[src/rtl/ucode_ctrl.sv]
module ucode_ctrl #(
  parameter int OPC_W = 6,
  parameter int UPC_W = 4,
  parameter logic [OPC_W-1:0] OP_RFMT = 6'h00,
  parameter logic [OPC_W-1:0] OP_LW   = 6'h23,
  parameter logic [OPC_W-1:0] OP_SW   = 6'h2B,
  parameter logic [OPC_W-1:0] OP_BEQ  = 6'h04,
  parameter logic [OPC_W-1:0] OP_JMP  = 6'h02
) (
  input  logic             clk,
  input  logic             rst,
  input  logic [OPC_W-1:0] opcode,
  output logic             mem_rd,
  output logic             mem_wr,
  output logic             addr_sel,
  output logic             ir_wr,
  output logic             rf_wr,
  output logic             rf_dst,
  output logic             wb_src,
  output logic             alu_a_sel,
  output logic [1:0]       alu_b_sel,
  output logic [1:0]       alu_op,
  output logic             pc_wr,
  output logic             pc_wr_cond,
  output logic [1:0]       pc_src
);

  localparam logic [UPC_W-1:0] U_FETCH = 0, U_DECODE = 1, U_MADDR = 2,
    U_LDRD = 3, U_LDWB = 4, U_STWR = 5, U_REXE = 6, U_RWB = 7,
    U_BEQ = 8, U_JMP = 9;
  localparam logic [1:0] SQ_NEXT = 2'd0, SQ_FETCH = 2'd1, SQ_TBL1 = 2'd2, SQ_TBL2 = 2'd3;
  localparam logic [1:0] B_REG = 2'd0, B_FOUR = 2'd1, B_IMM = 2'd2, B_IMMSH = 2'd3;
  localparam logic [1:0] A_ADD = 2'd0, A_SUB = 2'd1, A_FUNC = 2'd2;
  localparam logic [1:0] P_ALU = 2'd0, P_OUT = 2'd1, P_JMP = 2'd2;
  localparam int CTL_W = 16;
  localparam int UW = CTL_W + 2;

  // word layout: seq | rd wr asel irw rfw dst wb a | b(2) op(2) | pcw pcc | pcs(2)
  function automatic logic [UW-1:0] urom(input logic [UPC_W-1:0] a);
    case (a)
      U_FETCH:  urom = {SQ_NEXT,  8'b1001_0000, B_FOUR,  A_ADD,  2'b10, P_ALU};
      U_DECODE: urom = {SQ_TBL1,  8'b0000_0000, B_IMMSH, A_ADD,  2'b00, P_ALU};
      U_MADDR:  urom = {SQ_TBL2,  8'b0000_0001, B_IMM,   A_ADD,  2'b00, P_ALU};
      U_LDRD:   urom = {SQ_NEXT,  8'b1010_0000, B_REG,   A_ADD,  2'b00, P_ALU};
      U_LDWB:   urom = {SQ_FETCH, 8'b0000_1010, B_REG,   A_ADD,  2'b00, P_ALU};
      U_STWR:   urom = {SQ_FETCH, 8'b0110_0000, B_REG,   A_ADD,  2'b00, P_ALU};
      U_REXE:   urom = {SQ_NEXT,  8'b0000_0001, B_REG,   A_FUNC, 2'b00, P_ALU};
      U_RWB:    urom = {SQ_FETCH, 8'b0000_1100, B_REG,   A_ADD,  2'b00, P_ALU};
      U_BEQ:    urom = {SQ_FETCH, 8'b0000_0001, B_REG,   A_SUB,  2'b01, P_OUT};
      U_JMP:    urom = {SQ_FETCH, 8'b0000_0000, B_REG,   A_ADD,  2'b10, P_JMP};
      default:  urom = {SQ_FETCH, {CTL_W{1'b0}}};
    endcase
  endfunction

  function automatic logic [UPC_W-1:0] tbl1(input logic [OPC_W-1:0] op);
    if (op == OP_LW || op == OP_SW) tbl1 = U_MADDR;
    else if (op == OP_RFMT)         tbl1 = U_REXE;
    else if (op == OP_BEQ)          tbl1 = U_BEQ;
    else if (op == OP_JMP)          tbl1 = U_JMP;
    else                            tbl1 = U_FETCH;
  endfunction

  function automatic logic [UPC_W-1:0] tbl2(input logic [OPC_W-1:0] op);
    if (op == OP_LW)      tbl2 = U_LDRD;
    else if (op == OP_SW) tbl2 = U_STWR;
    else                  tbl2 = U_FETCH;
  endfunction

  logic [UPC_W-1:0] upc, upc_nx;
  logic [UW-1:0]    uword;
  logic [1:0]       seq;

  assign uword = urom(upc);
  assign {seq, mem_rd, mem_wr, addr_sel, ir_wr, rf_wr, rf_dst, wb_src, alu_a_sel,
          alu_b_sel, alu_op, pc_wr, pc_wr_cond, pc_src} = uword;

  always_comb begin
    case (seq)
      SQ_NEXT: upc_nx = upc + 1'b1;
      SQ_TBL1: upc_nx = tbl1(opcode);
      SQ_TBL2: upc_nx = tbl2(opcode);
      default: upc_nx = U_FETCH;
    endcase
  end

  always_ff @(posedge clk) begin
    if (rst) upc <= U_FETCH;
    else     upc <= upc_nx;
  end

  logic rst_q;
  always_ff @(posedge clk) rst_q <= rst;


  reset_fetch_chk: assert property (@(posedge clk) disable iff (rst)
    rst_q |-> (ir_wr && mem_rd && pc_wr && !addr_sel));


  refetch_chk: assert property (@(posedge clk) disable iff (rst)
    (rf_wr || mem_wr || pc_wr_cond || (pc_wr && pc_src == P_JMP)) |=> (ir_wr && mem_rd && !addr_sel));


  decode_chk: assert property (@(posedge clk) disable iff (rst)
    ir_wr |=> (!ir_wr && !pc_wr && !mem_rd && !rf_wr && alu_b_sel == B_IMMSH));


  load_wb_chk: assert property (@(posedge clk) disable iff (rst)
    (mem_rd && addr_sel) |=> (rf_wr && wb_src && !rf_dst));


  rfmt_wb_chk: assert property (@(posedge clk) disable iff (rst)
    (alu_op == A_FUNC) |=> (rf_wr && rf_dst && !wb_src));


  branch_chk: assert property (@(posedge clk) disable iff (rst)
    pc_wr_cond |-> (alu_op == A_SUB && pc_src == P_OUT && !pc_wr));


  mem_excl_chk: assert property (@(posedge clk) disable iff (rst) !(mem_rd && mem_wr));


  pc_excl_chk: assert property (@(posedge clk) disable iff (rst) !(pc_wr && pc_wr_cond));

endmodule

[config.mk]
export PLATFORM = sky130hd
export DESIGN_NAME = ucode_ctrl
export DESIGN_NICKNAME = d
export VERILOG_FILES = /design/src/rtl/ucode_ctrl.sv
export SDC_FILE = /design/constraint.sdc
export NUM_CORES = 1
export LEC_CHECK = 0
export CORE_MARGIN = 8
export CORE_UTILIZATION = 42
export CTS_BUF_LIST = sky130_fd_sc_hd__clkbuf_4 sky130_fd_sc_hd__clkbuf_8
export CTS_CLUSTER_DIAMETER = 100
export CTS_CLUSTER_SIZE = 14
export DETAILED_ROUTE_END_ITERATION = 12
export DONT_BUFFER_PORTS = 1
export GPL_ROUTABILITY_DRIVEN = 0
export PLACE_DENSITY = 0.56
export SYNTH_ARGS = -nofsm -noshare
export SYNTH_HDL_FRONTEND = slang
export SYNTH_SLANG_ARGS = --single-unit
[constraint.sdc]
create_clock -name clk -period 2.2 [get_ports clk]
set_input_delay 0.44 -clock clk [delete_from_list [all_inputs] [get_ports clk]]
set_output_delay 0.44 -clock clk [all_outputs]
set_load 0.005 [all_outputs]
==> results of run 1 <==
==> Yosys cell counts, types with 2 or more instances <==
library cell	n
nand2b_1	2
buf_4	6
mux2i_1	2
dfxtp_1	19
ha_1	6
o21ai_0	2
or4_4	2
nand2_1	2
or2_2	2
nor3b_1	3
nand3_2	2
and2_1	2
o31ai_1	2
nand3_1	4
nor4_1	4
nor2_1	5
inv_1	5
nor3_1	5
a21oi_1	2
==> repair_timing <==
item                                    4_1_cts  5_1_grt
gates resized for setup                       0        1
endpoints found under the setup margin        0        1
hold endpoints to repair                      0        0
==> power groups by stage <==
stage          clock network [mW]  logic, mW  registers [mW]
4_1_cts                     0.190      0.449           0.499
6_report                    0.181      0.452           0.495
2_1_floorplan                   0      0.338           0.493
3_3_place_gp                    0      0.452           0.506
3_5_place_dp                    0      0.442           0.506
5_1_grt                     0.206      0.514           0.510
==> stage by stage <==
step	hold WS, ns	utilization (%)	power, mW	std cells
2_1_floorplan	0.633	-	0.832	95
3_3_place_gp	0.525	44.1	0.958	121
3_5_place_dp	0.525	44.1	0.948	121
4_1_cts	0.207	45.5	1.14	125
5_1_grt	0.209	45.7	1.23	125
6_report	0.215	45.7	1.13	125
==> flip-flops by register name, summed over array words and instances (netlist names) <==
register,cells
upc,4
uword,15
==> critical path: stages (launching register included) <==
cell and delay (ns):
dfxtp_1 0.32, or4_4 0.51, a211oi_1 0.37, o21ai_2 0.18, inv_1 0.11, ha_1 0.18, o21ai_0 0.12, a21oi_1 0.17
==> cell type report <==
| type | count | area share (%) |
|---|---|---|
| Tap cell | 28 | 3.57 |
| Timing Repair Buffer | 6 | 4.59 |
| Sequential cell | 19 | 38.7 |
| Clock buffer | 4 | 3.06 |
| Inverter | 5 | 1.91 |
| Multi-Input combinational cell | 63 | 48.2 |
==> logic make-up (layout without fill, tap and decap cells) <==
logic type	Yosys count	count (layout)	synth area share [%]
buffers and inverters	13	15	8.61
muxes	3	3	3.36
AOI/OAI and AO/OA	14	14	10.6
and+or+nand+nor	38	38	26.5
DFF	19	19	40.9
xor gates and xnor gates	2	2	1.88
adders and majority gates	6	6	8.08
==> path summary, 6_finish.rpt <==
path                           to  slack (ns)  cells past startpoint
max              uword[3]$_DFF_P_        0.18                      7
min          uword[14]$_SDFF_PP0_        0.22                      1
max reg2reg      uword[3]$_DFF_P_        0.18                      7
min reg2reg     upc[1]$_SDFF_PP0_        0.79                      3
==> layer usage <==
metal | vias up | GRT usage (%) | wire length, um
met5 | - | 0 | 0
met4 | 0 | 1.71 | 0
met3 | 0 | 5.56 | 156
met2 | 18 | 16.1 | 896
met1 | 317 | 12.2 | 891
li1 | 345 | - | -
==> impl_results.md, run 1 <==
- Synth unique cells: 37
- Most used DFF post-synth: dfxtp_1
- Comb pwr share: 40.1%
- Final nets: 112
- Largest net degree at the start of global routing: 11
- Sequential fraction of the synthesis area: 40.9%
- Slew @ Worst Pin: 0.607 ns
- Area grow syn2layout: 5.65%
- Worst Hold Class: in -> reg
- #FFs+latches synth: 19
- Origin of the critical flop-to-flop path: uword[16]$_SDFF_PP1_
- Ys async rst share: 0%
- Final setup vio count: 0
- Root Driver: clkbuf_4
- Initial Utilization: 43.3%
- Die W: 63.0 um
- Worst Path Arrival: 2.25 ns
- CTS max path bufs: 2
- Post-CTS Repair Setup Buffers: 0
- Placed Area: 948 sq um
- Final Hold Vio Count: 0
- Die Y: 63.0 um
- Filler cells: 211
- EDFF count, synth: 0
- Gr usage total: 10.3%
- Psw: 0.399 mW
- Crit path max fanout: 6
- Internal power: 0.729 mW
- Setup crit start: uword[16]$_SDFF_PP1_
- Most frequent cells in the layout: dfxtp_1, ha_1, buf_4
- Synthesized area: 930 sq um
- Fin crit share: 92.0%
- Sequential share of power: 43.9%
- Cell taking the most area after synthesis: dfxtp_1
- Pre-CTS setup slack: 0.00951 ns
- IR drop worst, VDD: 0.740 mV
- First-pass GRT wire length: 3350 um
- Share of layout cells above drive strength 1: 21.6%
- CP Class: reg -> reg
- Post-route cell area: 982 sq um
- Pleak: 0.410 nW
- Commonest non-fill, non-tap cell in the layout: dfxtp_1
- Syn Inst Count: 95
- Worst skew pair latency: 0.29 ns
- # clock sinks: 19
- Die area: 0.00397 sq mm
- Initial antenna violation count: 0
- I/O pins: 24
- Core region area: 0.00215 sq mm
- Number of global-route vias before repair: 698
- Leading cell types by total area after synthesis: dfxtp_1, ha_1, buf_4
- P per Cell Area: 1150 mW/mm^2
- Net Count, Synth: 109
- Fin crit period: 2.02 ns
- Clock share of power: 16.1%
- Routed wire per std cell: 15.6 um
- Vias: 680
- PnR worst setup slack: 0.176 ns
- Max-cap check violation count: 0
- FMAX: 0.494 GHz
- Sw frac: 35.4%
- Worst EP required: 2.43 ns
- Final WL: 1940 um
- Cell Rows: 17
- Final setup TNS: 0 ns
- Footprint of the multi-input gates: 473 sq um
- Final setup skew: 0.00167 ns
- Cts hold-fix bufs: 0
- CTS clk-pin slew, worst paths: 0.10 ns
- Detailed Routing Iterations Pass 1: 4
- DP HPWL: 1500 um
- Ys Warns: 0
- Final ANT Viol Nets: 0
- Mean area per synthesized cell: 9.79 sq um
- Crit end category: flip-flop
- FF+latch area: 380 sq um
- Vias/cell: 5.44
- Total grt overflow: 0
- Slew HR: 59.5%
- CTS buffer count: 3
- PortBufs: 0
- DRC errors left: 0
- Area share of the largest cell type after synthesis: 40.9%
- CTS tree: done
- Outcome: completed
- H-tree Lvls: 1
- DR iter-0 viols: 9
- CP Launch Type: flip-flop
- Fin. max-slew vios: 0
- N_diodes: 0
- HP Start: rst
No activity file was read; power rests on OpenSTA's default activity.
==> run 2, diff against run 1 <==
==> constraint.sdc (replaced) <==
create_clock -name clk -period 1.8 [get_ports clk]
set_input_delay 0.36 -clock clk [delete_from_list [all_inputs] [get_ports clk]]
set_output_delay 0.36 -clock clk [all_outputs]
set_load 0.005 [all_outputs]
==> run 2 against run 1 <==
  * The flow now finishes with violations (setup timing)
  * Sequential share of layout area fell by 6.2 points
  * Flip-flop and latch count unchanged
  * Clock skew fell by 0.0010 ns
  * Maximum frequency up 6.4%
  * First-iteration DRC count is the same
  * Non-clock buffer count is 7 higher
  * Critical endpoint is now uword[7]$_SDFF_PP0_
  * Critical path depth fell by 1
  * Register-to-register slack got worse by 0.28 ns
  * Wire length is 14% higher
==> impl_results.md, run 2 (same netlist as run 1, synthesis figures left out) <==
- Pre-CTS setup slack: -0.219 ns
- Initial Utilization: 43.3%
- Final ANT Viol Nets: 0
- Final setup TNS: -0.586 ns
- Fin. max-slew vios: 0
- Core region area: 0.00215 sq mm
- Final WL: 2220 um
- Vias: 740
- CP Launch Type: flip-flop
- Pleak: 0.458 nW
- Post-route cell area: 0.00117 sq mm
- CTS buffer count: 3
- Unrepaired setup endpoints after global routing: true
- PortBufs: 0
- Final core occ: 54.6%
- Delay-heaviest family, CP: simple AND/OR/NAND/NOR gates
- Worst Path Buf+Inv: 0
- CTS clk-pin slew, worst paths: 0.11 ns
- First-pass GRT wire length: 3550 um
- Placed cell count: 125
- WHS: 0.103 ns
- Initial antenna violation count: 0
- Worst EP required: 1.99 ns
- Crit end category: flip-flop
- Detailed Routing Iterations Pass 1: 4
- Worst Path Arrival: 2.10 ns
- Final Hold Vio Count: 0
- H-tree Lvls: 1
- Slew @ Worst Pin: 0.515 ns
- P per Cell Area: 1380 mW/mm^2
- N_diodes: 0
- Share of layout cells above drive strength 1: 47.1%
- CTS max path bufs: 2
- Placed Area: 991 sq um
- Slew HR: 65.4%
- CTS tree: done
- DP HPWL: 1580 um
- Reg2reg setup slack: -0.10 ns
- Root Driver: clkbuf_4
- Final setup vio count: 13
- Routed wire per std cell: 16.8 um
- FMAX: 0.526 GHz
- Slowest CP cell: or4_4
- Area grow syn2layout: 26.1%
- Final setup skew: 0.000646 ns
- DR iter-0 viols: 9
- Max-cap check violation count: 0
- Fin crit share: 106%
- Worst Hold Class: in -> reg
- Outcome: finished with violations
- Final nets: 119
- Die Y: 63.0 um
- # clock sinks: 19
- Max stage delay on crit path: 0.47 ns
- Failing checks: setup timing
- Gr usage total: 11.2%
- Max reg flops: 15
- Cts hold-fix bufs: 0
- Worst skew pair latency: 0.31 ns
- HP Start: rst
- Setup crit start: uword[16]$_SDFF_PP1_
- Cell Rows: 17
- CP Class: reg -> reg
- IR drop worst, VDD: 0.779 mV
- DRC errors left: 0
- Total grt overflow: 0
- Commonest non-fill, non-tap cell in the layout: dfxtp_1
- PnR Total Power: 1.62 mW
- Most frequent cells in the layout: dfxtp_1, buf_4, nand3_1, nor2_1
- Origin of the critical flop-to-flop path: uword[16]$_SDFF_PP1_
- I/O pins: 24
- Critical Path, Cell by Cell: or4_4, nor4_4, a211o_1, nand2_2, ha_4, nor3b_2
- Number of global-route vias before repair: 710
- Largest net degree at the start of global routing: 12
- Vias/cell: 5.61
- PnR worst setup slack: -0.102 ns
- Die area: 0.00397 sq mm
- Die W: 63.0 um
- Cell Count, Final, Fillers Out: 132
- Fin crit period: 1.90 ns
- Crit path max fanout: 3
[run 2: cell count changes in the layout (fill, tap and decap cells not counted), moves of 3 or more]
| cell | before | now |
|---|---|---|
| buf_4 | 6 | 13 |
| inv_2 | 0 | 3 |
| nor3_1 | 5 | 2 |
| ha_4 | 0 | 3 |
| ha_1 | 6 | 2 |
| inv_1 | 5 | 2 |
[run 2: path summary, 6_finish.rpt]
path / end / cells past startpoint
max: uword[7]$_SDFF_PP0_ / 6
min: uword[14]$_SDFF_PP0_ / 1
max reg2reg: uword[7]$_SDFF_PP0_ / 6
min reg2reg: uword[6]$_SDFF_PP0_ / 3
[run 2: where the power goes]
part           leakage [nW]  internal, mW  switching (mW)
sequential            0.156         0.541          0.0634
combinational         0.285         0.375           0.423
clock                0.0177        0.0831           0.137
[run 2: repair_timing]
action	4_1_cts	5_1_grt
hold endpoints to repair	0	0
pin swaps	6	8
endpoints found under the setup margin	13	14
resized for setup	15	13
setup buffers	0	3
[run 2: routing by layer]
layer / routed length [um] / track usage (%) / up-vias / share of wire, %
li1: - / - / 361 / -
met1: 906 / 12.5 / 359 / 41
met2: 1100 / 17.7 / 15 / 50
met3: 167 / 4.84 / 5 / 7.5
met4: 41 / 5.98 / 0 / 1.9
met5: 0 / 0 / - / 0
[run 2: area by class of cell]
type	instances	area, sq um
Clock buffer	3	22.5
Clock inverter	1	5.00
Fill cell	192	976
Inverter	5	18.8
Multi-Input combinational cell	63	612
Sequential cell	19	382
Tap cell	28	35.0
Timing Repair Buffer	13	97.6
